### src/rtl/dbgsup_pkg.sv
package dbgsup_pkg;

   typedef enum logic [2:0] {
      CMD_NOP    = 3'd0,
      CMD_RESET  = 3'd1,
      CMD_START  = 3'd2,
      CMD_STEP   = 3'd3,
      CMD_SKIP   = 3'd4,
      CMD_STOP   = 3'd5,
      CMD_INJECT = 3'd6,
      CMD_IMWR   = 3'd7
   } dbg_cmd_e;

   typedef enum logic [3:0] {
      ST_RESET     = 4'd0,
      ST_IDLE      = 4'd1,
      ST_BOOT      = 4'd2,
      ST_LOAD      = 4'd3,
      ST_RUN       = 4'd4,
      ST_STEP      = 4'd5,
      ST_STEP_DONE = 4'd6,
      ST_SKIP      = 4'd7,
      ST_SKIP_DONE = 4'd8,
      ST_INJ       = 4'd9,
      ST_INJ_DONE  = 4'd10,
      ST_IMWR      = 4'd11,
      ST_IMWR_DONE = 4'd12,
      ST_FROZEN    = 4'd13
   } sup_state_e;

   typedef struct packed {
      logic core_rst;
      logic core_run;
      logic wb_block;
      logic pc_block;
      logic ir_from_dbg;
      logic imem_wr;
   } sup_ctl_t;

endpackage

### src/rtl/dbgsup_sync.sv
module dbgsup_sync #(
   parameter int W      = 3,
   parameter int STAGES = 2,
   parameter int AGREE  = 2
) (
   input  logic         clk,
   input  logic         rst_n,
   input  logic [W-1:0] d_in,
   output logic [W-1:0] q_out
);
   localparam int RW = $clog2(AGREE + 1);

   generate
      if (STAGES < 2) begin : g_bad_stages
         $error("dbgsup_sync: STAGES must be at least 2");
      end
      if (AGREE < 2) begin : g_bad_agree
         $error("dbgsup_sync: AGREE must be at least 2");
      end
   endgenerate

   logic [STAGES-1:0][W-1:0] stg;
   logic [W-1:0]             sync_v;
   logic [W-1:0]             hold;
   logic [RW-1:0]            run;

   assign sync_v = stg[STAGES-1];

   // metastability chain
   always_ff @(posedge clk or negedge rst_n) begin
      if (!rst_n) stg <= '0;
      else        stg <= {stg[STAGES-2:0], d_in};
   end

   // agreement filter: accept a value once AGREE consecutive reads match
   always_ff @(posedge clk or negedge rst_n) begin
      if (!rst_n) begin
         hold  <= '0;
         run   <= RW'(1);
         q_out <= '0;
      end else begin
         hold <= sync_v;
         if (sync_v != hold)         run <= RW'(1);
         else if (int'(run) < AGREE) run <= run + RW'(1);
         if (sync_v == hold && int'(run) + 1 >= AGREE) q_out <= sync_v;
      end
   end

   // the filtered code only moves to a value read on two successive edges
   a_r1_two_reads: assert property (@(posedge clk) disable iff (!rst_n)
      (q_out != $past(q_out)) |-> (q_out == $past(sync_v) && q_out == $past(sync_v, 2)));

endmodule

### src/rtl/dbgsup_fsm.sv
module dbgsup_fsm
   import dbgsup_pkg::*;
#(
   parameter int LOAD_LEN        = 256,
   parameter bit FREEZE_ON_FAULT = 1'b1
) (
   input  logic       clk,
   input  logic       rst_n,
   input  logic       boot_pin,
   input  dbg_cmd_e   cmd,
   input  logic       sch_halt,
   input  logic       sch_fault,
   output sup_state_e state_o
);
   localparam int LW = (LOAD_LEN > 2) ? $clog2(LOAD_LEN) : 1;

   generate
      if (LOAD_LEN < 2) begin : g_bad_len
         $error("dbgsup_fsm: LOAD_LEN must be at least 2");
      end
   endgenerate

   sup_state_e fault_dest;
   generate
      if (FREEZE_ON_FAULT) begin : g_freeze
         assign fault_dest = ST_FROZEN;
      end else begin : g_reboot
         assign fault_dest = ST_BOOT;
      end
   endgenerate

   sup_state_e state, nxt;
   dbg_cmd_e   acc, acc_nxt;
   logic       mode_q;
   logic [LW-1:0] ld_cnt;
   logic       legal, fire, back, ld_last;

   assign state_o = state;
   assign legal   = (cmd != acc) && (acc == CMD_NOP || cmd == CMD_NOP);
   assign fire    = legal && (cmd != CMD_NOP);
   assign back    = legal && (cmd == CMD_NOP);
   assign acc_nxt = legal ? cmd : acc;
   assign ld_last = (ld_cnt == LW'(LOAD_LEN - 1));

   always_comb begin
      nxt = state;
      unique case (state)
         ST_RESET:     if (acc == CMD_NOP) nxt = mode_q ? ST_BOOT : ST_IDLE;
         ST_IDLE: begin
            if (fire) begin
               unique case (cmd)
                  CMD_START:  nxt = ST_RUN;
                  CMD_STEP:   nxt = ST_STEP;
                  CMD_SKIP:   nxt = ST_SKIP;
                  CMD_INJECT: nxt = ST_INJ;
                  CMD_IMWR:   nxt = ST_IMWR;
                  default:    nxt = ST_IDLE;
               endcase
            end
         end
         ST_BOOT:      nxt = ST_LOAD;
         ST_LOAD:      if (ld_last) nxt = ST_RUN;
         ST_RUN: begin
            if (sch_fault)                    nxt = fault_dest;
            else if (sch_halt)                nxt = ST_IDLE;
            else if (fire && cmd == CMD_STOP) nxt = ST_IDLE;
         end
         ST_STEP:      nxt = sch_fault ? fault_dest : ST_STEP_DONE;
         ST_SKIP:      nxt = ST_SKIP_DONE;
         ST_INJ:       nxt = ST_INJ_DONE;
         ST_IMWR:      nxt = ST_IMWR_DONE;
         ST_STEP_DONE,
         ST_SKIP_DONE,
         ST_INJ_DONE,
         ST_IMWR_DONE: if (back) nxt = ST_IDLE;
         ST_FROZEN:    nxt = ST_FROZEN;
         default:      nxt = ST_RESET;
      endcase
      if (fire && cmd == CMD_RESET) nxt = ST_RESET;
   end

   always_ff @(posedge clk or negedge rst_n) begin
      if (!rst_n) begin
         state  <= ST_RESET;
         acc    <= CMD_NOP;
         ld_cnt <= '0;
      end else begin
         state  <= nxt;
         acc    <= acc_nxt;
         ld_cnt <= (state == ST_LOAD) ? ld_cnt + LW'(1) : '0;
      end
   end

   // startup selection captured on clock edges while reset is held
   always_ff @(posedge clk) begin
      if (!rst_n) mode_q <= boot_pin;
   end

   // the admitted command never jumps between two non-NOP codes
   a_r3_nop_between: assert property (@(posedge clk) disable iff (!rst_n)
      (acc != $past(acc)) |-> (acc == CMD_NOP || $past(acc) == CMD_NOP));
   // single step lasts exactly one cycle
   a_r4_step_single: assert property (@(posedge clk) disable iff (!rst_n)
      (state == ST_STEP) |=> (state != ST_STEP));
   // the done twin only exits to idle or reset
   a_r4_done_exit: assert property (@(posedge clk) disable iff (!rst_n)
      (state == ST_STEP_DONE) |=> (state inside {ST_STEP_DONE, ST_IDLE, ST_RESET}));
   // frozen is left only through reset
   a_r11_frozen_sticky: assert property (@(posedge clk) disable iff (!rst_n)
      (state == ST_FROZEN) |=> (state inside {ST_FROZEN, ST_RESET}));
   // the load pass is always preceded by the boot cycle
   a_r10_load_after_boot: assert property (@(posedge clk) disable iff (!rst_n)
      $rose(state == ST_LOAD) |-> ($past(state) == ST_BOOT));
   // run is entered only from idle or from the end of a load pass
   a_r8_run_entry: assert property (@(posedge clk) disable iff (!rst_n)
      (state == ST_RUN && $past(state) != ST_RUN) |-> ($past(state) inside {ST_IDLE, ST_LOAD}));

endmodule

### src/rtl/dbgsup_outdec.sv
module dbgsup_outdec
   import dbgsup_pkg::*;
(
   input  sup_state_e state,
   output sup_ctl_t   ctl
);
   always_comb begin
      ctl = '0;
      unique case (state)
         ST_RESET, ST_BOOT: ctl.core_rst = 1'b1;
         ST_LOAD: begin
            ctl.core_run = 1'b1;
            ctl.wb_block = 1'b1;
            ctl.imem_wr  = 1'b1;
         end
         ST_RUN, ST_STEP: ctl.core_run = 1'b1;
         ST_SKIP: begin
            ctl.core_run = 1'b1;
            ctl.wb_block = 1'b1;
         end
         ST_INJ: begin
            ctl.core_run    = 1'b1;
            ctl.wb_block    = 1'b1;
            ctl.pc_block    = 1'b1;
            ctl.ir_from_dbg = 1'b1;
         end
         ST_IMWR: begin
            ctl.imem_wr     = 1'b1;
            ctl.wb_block    = 1'b1;
            ctl.pc_block    = 1'b1;
            ctl.ir_from_dbg = 1'b1;
         end
         default: ctl = '0;
      endcase
   end
endmodule

### src/rtl/dbg_supervisor.sv
module dbg_supervisor #(
   parameter int SYNC_STAGES     = 2,
   parameter int AGREE_READS     = 2,
   parameter int LOAD_LEN        = 256,
   parameter bit FREEZE_ON_FAULT = 1'b1
) (
   input  logic       clk,
   input  logic       rst_n,
   input  logic       boot_standalone,
   input  logic [2:0] dbg_cmd,
   input  logic       sch_halt,
   input  logic       sch_fault,
   output logic       core_rst,
   output logic       core_run,
   output logic       wb_block,
   output logic       pc_block,
   output logic       ir_from_dbg,
   output logic       imem_wr,
   output logic [3:0] sup_state
);
   import dbgsup_pkg::*;

   localparam int CMD_W = $bits(dbg_cmd_e);

   logic [CMD_W-1:0] cmd_f;
   sup_state_e       st;
   sup_ctl_t         ctl;

   dbgsup_sync #(.W(CMD_W), .STAGES(SYNC_STAGES), .AGREE(AGREE_READS)) u_sync (
      .clk   (clk),
      .rst_n (rst_n),
      .d_in  (dbg_cmd),
      .q_out (cmd_f)
   );

   dbgsup_fsm #(.LOAD_LEN(LOAD_LEN), .FREEZE_ON_FAULT(FREEZE_ON_FAULT)) u_fsm (
      .clk       (clk),
      .rst_n     (rst_n),
      .boot_pin  (boot_standalone),
      .cmd       (dbg_cmd_e'(cmd_f)),
      .sch_halt  (sch_halt),
      .sch_fault (sch_fault),
      .state_o   (st)
   );

   dbgsup_outdec u_dec (
      .state (st),
      .ctl   (ctl)
   );

   assign core_rst    = ctl.core_rst;
   assign core_run    = ctl.core_run;
   assign wb_block    = ctl.wb_block;
   assign pc_block    = ctl.pc_block;
   assign ir_from_dbg = ctl.ir_from_dbg;
   assign imem_wr     = ctl.imem_wr;
   assign sup_state   = st;

   // an injected word never updates registers or PC
   a_r6_inject_masks: assert property (@(posedge clk) disable iff (!rst_n)
      ir_from_dbg |-> (wb_block && pc_block));
   // a core held in reset is never advanced
   a_r9_rst_no_run: assert property (@(posedge clk) disable iff (!rst_n)
      core_rst |-> !core_run);
   // memory is never written while the core is in reset
   a_r7_write_not_rst: assert property (@(posedge clk) disable iff (!rst_n)
      imem_wr |-> (!core_rst && wb_block));

endmodule

### config.mk
export PLATFORM = sky130hd
export DESIGN_NAME = dbg_supervisor
export DESIGN_NICKNAME = d
export VERILOG_FILES = /design/src/rtl/dbgsup_pkg.sv /design/src/rtl/dbgsup_sync.sv /design/src/rtl/dbgsup_fsm.sv /design/src/rtl/dbgsup_outdec.sv /design/src/rtl/dbg_supervisor.sv
export SDC_FILE = /design/constraint.sdc
export NUM_CORES = 1
export LEC_CHECK = 0
export ABC_AREA = 1
export BUFFER_PORTS_ARGS = -buffer_cell sky130_fd_sc_hd__buf_4
export CAP_MARGIN = 30
export CORE_MARGIN = 5
export CORE_UTILIZATION = 45
export CTS_BUF_LIST = sky130_fd_sc_hd__clkbuf_16
export DETAILED_ROUTE_END_ITERATION = 16
export GPL_TIMING_DRIVEN = 1
export PLACE_DENSITY_LB_ADDON = 0.12
export SYNTH_ARGS = -nofsm -noshare
export SYNTH_HDL_FRONTEND = slang
export SYNTH_SLANG_ARGS = --single-unit
### constraint.sdc
create_clock -name clk -period 1.29 [get_ports clk]
set_input_delay 0.129 -clock clk [delete_from_list [all_inputs] [get_ports clk]]
set_output_delay 0.129 -clock clk [all_outputs]
set_load 0.1 [all_outputs]
==> results of run 1 <==
## cell usage in the layout, fill, tap and decap left out, drive strengths merged
| cell type | instances |
|---|---|
| nand2 | 67 |
| buf | 57 |
| inv | 32 |
| nor2 | 30 |
| dfrtp | 28 |
| nand3 | 23 |
| o21ai | 12 |
| a21oi | 7 |
| clkbuf | 5 |
| dlygate4sd3 | 4 |
| nand4 | 3 |
| xor2 | 2 |
| clkinv | 2 |
| ha | 2 |
| nor3 | 1 |
| or2 | 1 |
| xnor2 | 1 |
| nor3b | 1 |
| o211ai | 1 |
| bufinv | 1 |
| edfxtp | 1 |
| dfstp | 1 |
## per-layer routing
metal,vias up,wire [microns]
li1,805,-
met1,733,1700
met2,46,2030
met3,8,223
met4,0,66
met5,-,0
## cells in the mapped netlist
| library cell | instances | share of area, % |
|---|---|---|
| a21oi_1 | 7 | 2.2 |
| buf_4 | 3 | 1.4 |
| clkinv_2 | 2 | 0.62 |
| dfrtp_1 | 28 | 43 |
| dfstp_2 | 1 | 1.6 |
| edfxtp_1 | 1 | 1.9 |
| ha_1 | 2 | 1.5 |
| inv_1 | 27 | 6.2 |
| inv_2 | 3 | 0.69 |
| nand2_1 | 62 | 14 |
| nand2_2 | 2 | 0.77 |
| nand2_4 | 3 | 2.1 |
| nand3_1 | 22 | 6.8 |
| nand3_2 | 1 | 0.62 |
| nand4_1 | 3 | 1.2 |
| nor2_1 | 27 | 6.2 |
| nor2_2 | 2 | 0.77 |
| nor2_4 | 1 | 0.69 |
| nor3_1 | 1 | 0.31 |
| nor3b_2 | 1 | 0.77 |
| o211ai_1 | 1 | 0.46 |
| o21ai_0 | 11 | 3.4 |
| o21ai_1 | 1 | 0.31 |
| or2_0 | 1 | 0.39 |
| xnor2_1 | 1 | 0.54 |
| xor2_1 | 2 | 1.1 |
## how the worst max path moves through the flow
stage / from / endpoint / slack (ns)
6_report: u_fsm.state_o[3] / core_rst / -0.24
3_5_place_dp: u_fsm.ld_cnt[1] / u_fsm.state_o[2] / -0.17
5_1_grt: u_fsm.state_o[0] / u_fsm.state_o[2] / -0.34
2_1_floorplan: u_fsm.state_o[3] / core_run / -0.65
4_1_cts: u_fsm.state_o[2] / core_run / -0.25
3_3_place_gp: u_fsm.state_o[1] / u_fsm.state_o[2] / -0.16
## logic make-up (layout without fill, tap and decap cells)
group           after synthesis  in the layout  share of synthesized area [%]
simple gates                126            126                           34.9
buf+inv                      35            101                           8.94
flops                        30             30                           46.6
compound gates               20             20                           6.32
xor+xnor                      3              3                           1.62
fa+ha+maj                     2              2                           1.54
## stage by stage
stage / setup TNS (ns) / hold WS [ns] / util [%] / power, mW
global route: -3.35 / 0.0255 / 75.8 / 6.74
global placement: -0.751 / 0.171 / 61.7 / 4.42
floorplan: -4.78 / -0.167 / - / 3.56
detailed placement: -0.777 / 0.173 / 61.7 / 4.43
CTS: -2.33 / 0.0275 / 72.2 / 6.13
finish: -2.26 / 0.0354 / 75.8 / 6.37
## what timing repair did
item	in CTS	in global routing
cloned	0	0
endpoints found under the hold margin	31	0
pin swaps	4	12
hold buffers	4	0
setup buffers	5	2
resized for setup	30	41
setup endpoints to repair	15	20
## registers in the layout, summed over array words and instances, names as in the netlist
register / cells
u_sync.stg: 3
u_sync.run: 2
u_fsm.mode_q: 1
u_sync.sync_v: 3
u_fsm.state_o: 4
u_fsm.ld_cnt: 8
u_sync.hold: 3
u_fsm.acc: 3
u_sync.q_out: 3
## report_power, final
group	leakage (nW)	switching, mW	internal [mW]
logic	0.850	2.39	1.44
clock network	0.0864	0.367	0.893
registers	0.372	0.140	1.14
## cell type report
| type | count | area [sq um] | share of cell area [%] |
|---|---|---|---|
| Inverter | 32 | 129 | 4.98 |
| Multi-Input combinational cell | 151 | 885 | 34.2 |
| Clock inverter | 3 | 37.5 | 1.45 |
| Sequential cell | 30 | 772 | 29.8 |
| Clock buffer | 5 | 125 | 4.84 |
| Tap cell | 46 | 57.6 | 2.22 |
| Timing Repair Buffer | 61 | 582 | 22.5 |
==> impl_metrics.env, run 1 <==
export IMPL_max_freq_mhz=653
export IMPL_min_period_ns=1.53
export IMPL_ir_worst_vdd_mv=1.21
export IMPL_fin_ws_ns=-0.242
export IMPL_synth_cells=216
export IMPL_hold_path_depth=1
export IMPL_path_max_fanout=5
export IMPL_antenna_cells=0
export IMPL_worst_slew_pin_slew_ns=0.359
export IMPL_start_kind="flop"
export IMPL_cp_required_ns=1.16
export IMPL_clkTransAtPathRegs_ns=0.05
export IMPL_final_area_sq_mm=0.00259
export IMPL_drc=0
export IMPL_wl_microns=4020
export IMPL_start_util_pct=47.5
export IMPL_hold_viol_final=0
export IMPL_path_buf_inv=3
export IMPL_maxSlewHeadroom_pct=76.1
export IMPL_violations="setup timing"
export IMPL_nNetsFinal=291
export IMPL_synth_net_count=226
export IMPL_rrSetupSlack_ns=-0.24
export IMPL_hpwlAfterDp_microns=2720
export IMPL_first_pass_iters=4
export IMPL_tritoncts="yes"
export IMPL_met1_usage_pct=21.3
export IMPL_reg2reg_from="u_fsm.state_o[0]"
export IMPL_final_antenna_net_count=0
export IMPL_root_buffer="clkbuf_16"
export IMPL_antenna_found_initial=0
export IMPL_synth_area_sq_mm=0.00162
export IMPL_power_density_mw_per_mm2=2460
export IMPL_vias=1592
export IMPL_die_area_sq_mm=0.00491
export IMPL_clkLatencyLatePin_ns=0.27
export IMPL_cts_max_path_buffers=2
export IMPL_avgSynthCellArea_sq_um=7.51
export IMPL_r2r_end="u_fsm.state_o[2]"
export IMPL_cp_arrival_ns=1.40
export IMPL_max_stage_delay_ns=0.51
export IMPL_ys_seq_area_share_pct=46.6
export IMPL_ys_types=26
export IMPL_place_congestion=0.854
export IMPL_slowest_stage="dfrtp_4"
export IMPL_numPortBuffers=17
export IMPL_drv_slew=0
export IMPL_max_cap_violations=0
export IMPL_htreeDepth=2
export IMPL_numCtsBuffers=5
export IMPL_status="complete, but fails checks"
export IMPL_rsz0062_at_grt="true"
export IMPL_grtUsageMet3_pct=5.16
export IMPL_min_period_over_period_pct=119
export IMPL_p_leak_nw=1.31
export IMPL_core_sq_mm=0.00342
export IMPL_drt_iter0_markers=61
export IMPL_final_cells=328
export IMPL_rows=21
export IMPL_grt_pass1_vias=1470
export IMPL_post_place_ws_ns=-0.171
export IMPL_clkSinkCount=30
export IMPL_worst_path_stages=5
export IMPL_area_growth_pct=59.4
export IMPL_wire_per_inst_microns=12.3
export IMPL_ys_ff_latch=30
export IMPL_num_fill_cells=244
export IMPL_via_per_inst=4.85
export IMPL_track_usage_pct=16.8
export IMPL_path_class="flop to primary output"
export IMPL_skew_ns=0.00329
export IMPL_yosys_warnings=0
export IMPL_grt_pass1_wl_microns=6500
export IMPL_crit_family="flip-flops"
export IMPL_setup_violations_final=13
export IMPL_critPathCaptureType="primary output"
export IMPL_busiest_layer="met2"
export IMPL_grt_use_met2_pct=26.0
export IMPL_place_area_sq_mm=0.00211
export IMPL_grt_overflow_total=0
export IMPL_grt_max_degree=30
export IMPL_path_cells="clkinv_2, nand2_4, buf_4, nor2_2, buf_12"
export IMPL_drive_gt1_share_pct=44.7
export IMPL_hold_path_class="input port to flop"
export IMPL_dp_cells=310
export IMPL_worstHoldStart="boot_standalone"
export IMPL_worstHoldEndpoint="u_fsm.mode_q"
export IMPL_io_pins=18
export IMPL_die_w_microns=70.1
export IMPL_die_height_microns=70.1
export IMPL_reg2regPathDepth=11
Power figures use the tool's default switching activity.
==> run 2: changes to the inputs <==
- BUFFER_PORTS_ARGS: -buffer_cell sky130_fd_sc_hd__buf_4 -> -buffer_cell sky130_fd_sc_hd__buf_2
- MAX_ROUTING_LAYER: not set -> met4
==> run 2 against run 1 <==
Register-to-register slack got worse by 0.04 ns. Power rose by 3.5%. First-iteration DRC count up 79%. Critical path depth grew 7. Highest routed layer unchanged. Hold slack lost 0.0020 ns. Via count grew 2.4%. Largest power group unchanged. The run still ends with setup timing left. Critical path type is now flop to flop. Sequential share of layout area fell by 0.99 points. Critical endpoint is now u_fsm.state_o[2].
==> impl_metrics.env, run 2 (synthesized netlist as in run 1, its figures left out) <==
export IMPL_num_fill_cells=207
export IMPL_maxSlewHeadroom_pct=75.9
export IMPL_wire_per_inst_microns=12.6
export IMPL_drc=0
export IMPL_internal_power_mw=3.61
export IMPL_hpwlAfterDp_microns=2790
export IMPL_drive_gt1_share_pct=47.0
export IMPL_seqPwrFrac_pct=19.7
export IMPL_clkSinkCount=30
export IMPL_worst_slew_pin_slew_ns=0.362
export IMPL_vias=1631
export IMPL_p_leak_nw=1.33
export IMPL_start_util_pct=47.5
export IMPL_rsz0062_at_grt="true"
export IMPL_clkLatencyLatePin_ns=0.27
export IMPL_layout_commonest_cell="nand2_1"
export IMPL_grt_pass1_wl_microns=6810
export IMPL_switching_share_pct=45.1
export IMPL_tritoncts="yes"
export IMPL_numCtsBuffers=5
export IMPL_area_growth_pct=64.9
export IMPL_final_area_sq_mm=0.00268
export IMPL_via_per_inst=4.90
export IMPL_core_sq_mm=0.00342
export IMPL_hold_path_class="input port to flop"
export IMPL_final_util_pct=78.4
export IMPL_reg2regPathDepth=12
export IMPL_cp_arrival_ns=1.74
export IMPL_multi_input_area_sq_um=900
export IMPL_switching_power_mw=2.97
export IMPL_hold_path_depth=1
export IMPL_worstHoldStart="boot_standalone"
export IMPL_wl_met2_microns=2150
export IMPL_status="complete, but fails checks"
export IMPL_die_w_microns=70.1
export IMPL_drv_slew=0
export IMPL_violations="setup timing"
export IMPL_io_pins=18
export IMPL_hold_viol_final=0
export IMPL_fin_tns_setup_ns=-2.75
export IMPL_setup_violations_final=16
export IMPL_root_buffer="clkbuf_16"
export IMPL_fin_ws_ns=-0.287
export IMPL_largest_register_ffs=8
export IMPL_power_frac_comb_pct=61.1
export IMPL_cts_max_path_buffers=2
export IMPL_reg2reg_from="u_fsm.ld_cnt[1]"
export IMPL_grt_overflow_total=0
export IMPL_track_usage_pct=17.7
export IMPL_top_register="u_fsm.ld_cnt"
export IMPL_power_density_mw_per_mm2=2460
export IMPL_nNetsFinal=296
export IMPL_max_cap_violations=0
export IMPL_wl_met3_microns=161
export IMPL_drt_iter0_markers=109
export IMPL_post_place_ws_ns=-0.201
export IMPL_htreeDepth=2
export IMPL_path_class="flop to flop"
export IMPL_wl_microns=4190
export IMPL_grt_pass1_vias=1583
export IMPL_ir_worst_vdd_mv=1.21
export IMPL_worstHoldEndpoint="u_fsm.mode_q"
export IMPL_min_period_ns=1.58
export IMPL_grt_max_degree=30
export IMPL_clkTransAtPathRegs_ns=0.05
export IMPL_skew_ns=0.00487
export IMPL_antenna_cells=0
export IMPL_start_kind="flop"
export IMPL_max_freq_mhz=634
export IMPL_min_period_over_period_pct=122
export IMPL_layout_cells_most_common_list="nand2_1 (49), buf_4 (34), dfrtp_1 (24), inv_1 (23), nor2_1 (16)"
export IMPL_critPathCaptureType="flop"
export IMPL_top_layer="met4"
export IMPL_final_antenna_net_count=0
export IMPL_met1Wirelength_microns=1790
export IMPL_place_congestion=0.894
export IMPL_hold_worst_slack_ns=0.0334
export IMPL_r2r_end="u_fsm.state_o[2]"
export IMPL_clkPwrFrac_pct=19.2
export IMPL_ff_latch_area_sq_um=772
export IMPL_place_area_sq_mm=0.00223
export IMPL_first_pass_iters=4
export IMPL_cp_required_ns=1.45
export IMPL_numPortBuffers=17
export IMPL_path_max_fanout=5
export IMPL_die_height_microns=70.1
export IMPL_rows=21
export IMPL_rrSetupSlack_ns=-0.29
export IMPL_die_area_sq_mm=0.00491
export IMPL_antenna_found_initial=0
## run 2: changes by cell type in the layout (fill, tap and decap cells not counted), sizes merged
cell,before,now
buf,57,62
clkinv,2,3
inv,32,31
## run 2: routing by layer
| metal | track usage, % | vias up |
|---|---|---|
| li1 | - | 814 |
| met5 | - | - |
| met1 | 21.2 | 767 |
| met3 | 4.16 | 13 |
| met4 | 5.74 | 0 |
| met2 | 29.5 | 37 |
## run 2: worst max-delay path: stages (launching register included)
cell and delay [ns]:
dfrtp_1 0.37, ha_2 0.20, nand2_2 0.06, nor2_2 0.11
nand3_1 0.11, nand2_1 0.12, inv_2 0.04, nor2_2 0.08
nand2_2 0.07, nand2_4 0.10, nand2_4 0.07, nand2_1 0.07
nand2_1 0.05
## run 2: cell type report
| class | instances | share of cell area (%) |
|---|---|---|
| Inverter | 32 | 4.86 |
| Clock inverter | 3 | 1.40 |
| Sequential cell | 30 | 28.8 |
| Timing Repair Buffer | 66 | 24.5 |
| Tap cell | 46 | 2.15 |
| Clock buffer | 5 | 4.68 |
| Multi-Input combinational cell | 151 | 33.6 |
## run 2: how the worst max path moves through the flow
stage,start,to,slack (ns),cells past startpoint
finish,u_fsm.ld_cnt[1],u_fsm.state_o[2],-0.29,12
global route,u_fsm.ld_cnt[1],u_fsm.state_o[0],-0.38,12
CTS,u_fsm.state_o[2],wb_block,-0.25,6
detailed placement,u_fsm.state_o[1],u_fsm.state_o[2],-0.20,11
global placement,u_fsm.state_o[1],u_fsm.state_o[2],-0.18,11
floorplan,u_fsm.state_o[3],core_run,-0.65,5
## run 2: stage by stage
step,power [mW],cells
2_1_floorplan,3.56,216
3_3_place_gp,4.78,312
3_5_place_dp,4.81,312
4_1_cts,6.27,329
5_1_grt,6.96,333
6_report,6.59,333
## run 2: what timing repair did
| item | CTS | global route |
|---|---|---|
| hold buffers | 4 | 0 |
| pin swaps | 3 | 14 |
| hold endpoints to repair | 31 | 0 |
| resized for setup | 16 | 40 |
| endpoints found under the setup margin | 13 | 20 |
| setup buffers | 5 | 6 |
## run 2: power groups by stage
stage | clock, mW | sequential [mW] | combinational (mW)
final | 1.27 | 1.30 | 4.03
after global routing | 1.34 | 1.32 | 4.31
after CTS | 1.29 | 1.28 | 3.71
after detailed placement | 0 | 1.29 | 3.52
after global placement | 0 | 1.29 | 3.49
after floorplan | 0 | 1.63 | 1.93
==> run 3: changes to the inputs <==
- GPL_TIMING_DRIVEN: 1 -> 0
- MAX_ROUTING_LAYER: met4 -> not set
==> run 3 against run 2 <==
The run ends with hold timing, setup timing left. Clock-buffer cell count unchanged. Cell count down 7.2%. Hold slack worse by 0.15 ns. Non-clock buffer count down 24. Clock power down 17%. Routed wire length down 9.4%. Power down 11%. Register-to-register slack better by 0.04 ns. First-iteration DRC count down 16%. Combinational power down 13%. Critical endpoint is now core_run. Largest cell class unchanged.
==> impl_metrics.env, run 3 (synthesized netlist as in run 1, its figures left out) <==
export IMPL_hold_viol_final=28
export IMPL_internal_power_mw=3.02
export IMPL_grt_max_degree=31
export IMPL_fin_ws_ns=-0.283
export IMPL_grt_overflow_total=0
export IMPL_largest_register_ffs=8
export IMPL_die_w_microns=70.1
export IMPL_clkTransAtPathRegs_ns=0.05
export IMPL_cp_arrival_ns=1.44
export IMPL_start_kind="flop"
export IMPL_ir_worst_vdd_mv=1.22
export IMPL_core_sq_mm=0.00342
export IMPL_first_pass_iters=4
export IMPL_final_cells=309
export IMPL_drv_slew=0
export IMPL_reg2regPathDepth=12
export IMPL_ctsHoldBuffers=3
export IMPL_worst_slew_pin_slew_ns=0.642
export IMPL_start_util_pct=47.5
export IMPL_hold_worst_slack_ns=-0.119
export IMPL_power_density_mw_per_mm2=2430
export IMPL_min_period_ns=1.57
export IMPL_nNetsFinal=272
export IMPL_wire_per_inst_microns=12.3
export IMPL_clkSinkCount=30
export IMPL_violations="hold timing, setup timing"
export IMPL_wl_microns=3790
export IMPL_antenna_found_initial=0
export IMPL_die_area_sq_mm=0.00491
export IMPL_r2r_end="u_fsm.state_o[2]"
export IMPL_final_antenna_net_count=0
export IMPL_cts_max_path_buffers=2
export IMPL_maxSlewHeadroom_pct=57.2
export IMPL_critPathCaptureType="primary output"
export IMPL_switching_share_pct=48.6
export IMPL_status="complete, but fails checks"
export IMPL_hpwlAfterDp_microns=2290
export IMPL_total_power_mw=5.88
export IMPL_path_class="flop to primary output"
export IMPL_rrSetupSlack_ns=-0.25
export IMPL_path_max_fanout=7
export IMPL_top_register="u_fsm.ld_cnt"
export IMPL_grt_pass1_wl_microns=6090
export IMPL_place_area_sq_mm=0.00186
export IMPL_power_frac_comb_pct=59.3
export IMPL_place_congestion=0.835
export IMPL_skew_ns=0.00671
export IMPL_die_height_microns=70.1
export IMPL_seqPwrFrac_pct=22.8
export IMPL_drc=0
export IMPL_p_leak_nw=1.20
export IMPL_drive_gt1_share_pct=39.5
export IMPL_layout_commonest_cell="nand2_1"
export IMPL_hold_path_class="input port to async pin"
export IMPL_layout_cells_most_common_list="nand2_1 (49), inv_1 (26), dfrtp_1 (23), buf_4 (18), nand3_1 (17)"
export IMPL_via_per_inst=4.89
export IMPL_rows=21
export IMPL_tritoncts="yes"
export IMPL_final_area_sq_mm=0.00242
export IMPL_dp_cells=279
export IMPL_reg2reg_from="u_fsm.state_o[3]"
export IMPL_numPortBuffers=17
export IMPL_io_pins=18
export IMPL_vias=1510
export IMPL_track_usage_pct=15.8
export IMPL_drt_iter0_markers=92
export IMPL_max_freq_mhz=636
export IMPL_numCtsBuffers=5
export IMPL_post_place_ws_ns=-0.308
export IMPL_min_period_over_period_pct=122
export IMPL_switching_power_mw=2.86
export IMPL_grt_pass1_vias=1299
export IMPL_root_buffer="clkbuf_16"
export IMPL_cp_required_ns=1.16
export IMPL_clkLatencyLatePin_ns=0.27
export IMPL_setup_violations_final=17
export IMPL_clkPwrFrac_pct=18.0
export IMPL_antenna_cells=0
export IMPL_htreeDepth=2
export IMPL_area_growth_pct=49.2
export IMPL_max_cap_violations=0
export IMPL_rsz0062_at_grt="true"
[run 3: cell count changes in the layout (fill, tap and decap cells not counted), sizes merged]
cell / before / now
inv: 31 / 35
clkbuf: 5 / 6
dlygate4sd3: 4 / 3
clkinv: 3 / 0
buf: 62 / 38
bufinv: 1 / 0
[run 3: through the flow]
step | TNS [ns] | utilization (%) | hold WS [ns]
floorplan | -4.78 | - | -0.167
global placement | -2.06 | 54.4 | 0.197
detailed placement | -2.17 | 54.4 | 0.197
CTS | -2.23 | 64.8 | -0.0903
global route | -4.33 | 70.9 | -0.0526
finish | -2.90 | 70.9 | -0.119
[run 3: worst max path at each step]
stage | from | endpoint
floorplan | u_fsm.state_o[3] | core_run
global placement | u_fsm.state_o[1] | u_fsm.state_o[2]
detailed placement | u_fsm.ld_cnt[0] | u_fsm.state_o[2]
CTS | u_fsm.state_o[3] | core_run
global route | u_fsm.ld_cnt[0] | u_fsm.state_o[2]
finish | u_fsm.state_o[2] | core_run
[run 3: final cells by class]
cell class / instances / area [sq um]
well taps: 46 / 57.6
fillers: 267 / 995
clock inverters: 3 / 11.3
flip-flops and latches: 30 / 773
inverters: 32 / 138
plain buffers: 3 / 55.1
clock buffers: 5 / 125
multi-input cells: 151 / 901
repair buffers: 39 / 360
[run 3: critical path: stages (launching register included)]
cell and delay [ns]:
dfrtp_4 0.48, buf_12 0.16, inv_8 0.08, nor2_4 0.04
o21ai_2 0.18, nand2_4 0.07, buf_12 0.16
[run 3: timing repair]
| item | in CTS | in global routing |
|---|---|---|
| resized for setup | 40 | 34 |
| setup endpoints to repair | 15 | 24 |
| setup buffers | 6 | 13 |
| endpoints found under the hold margin | 31 | 28 |
| pin swaps | 4 | 17 |
| cloned | 0 | 0 |
[run 3: routing by layer]
metal	part of all wire (%)	routed length [microns]	GRT usage [%]	vias up
li1	-	-	-	776
met3	4.4	168	4.88	8
met1	43	1640	20.5	697
met4	1.6	59	7.02	0
met2	51	1920	24.2	29
met5	0	0	0	-
[run 3: power groups by stage]
stage | combinational (mW) | clock [mW] | sequential (mW)
final | 3.49 | 1.06 | 1.34
after global routing | 3.75 | 1.13 | 1.36
after CTS | 3.12 | 1.08 | 1.32
after detailed placement | 2.66 | 0 | 1.32
after global placement | 2.65 | 0 | 1.32
after floorplan | 1.93 | 0 | 1.63
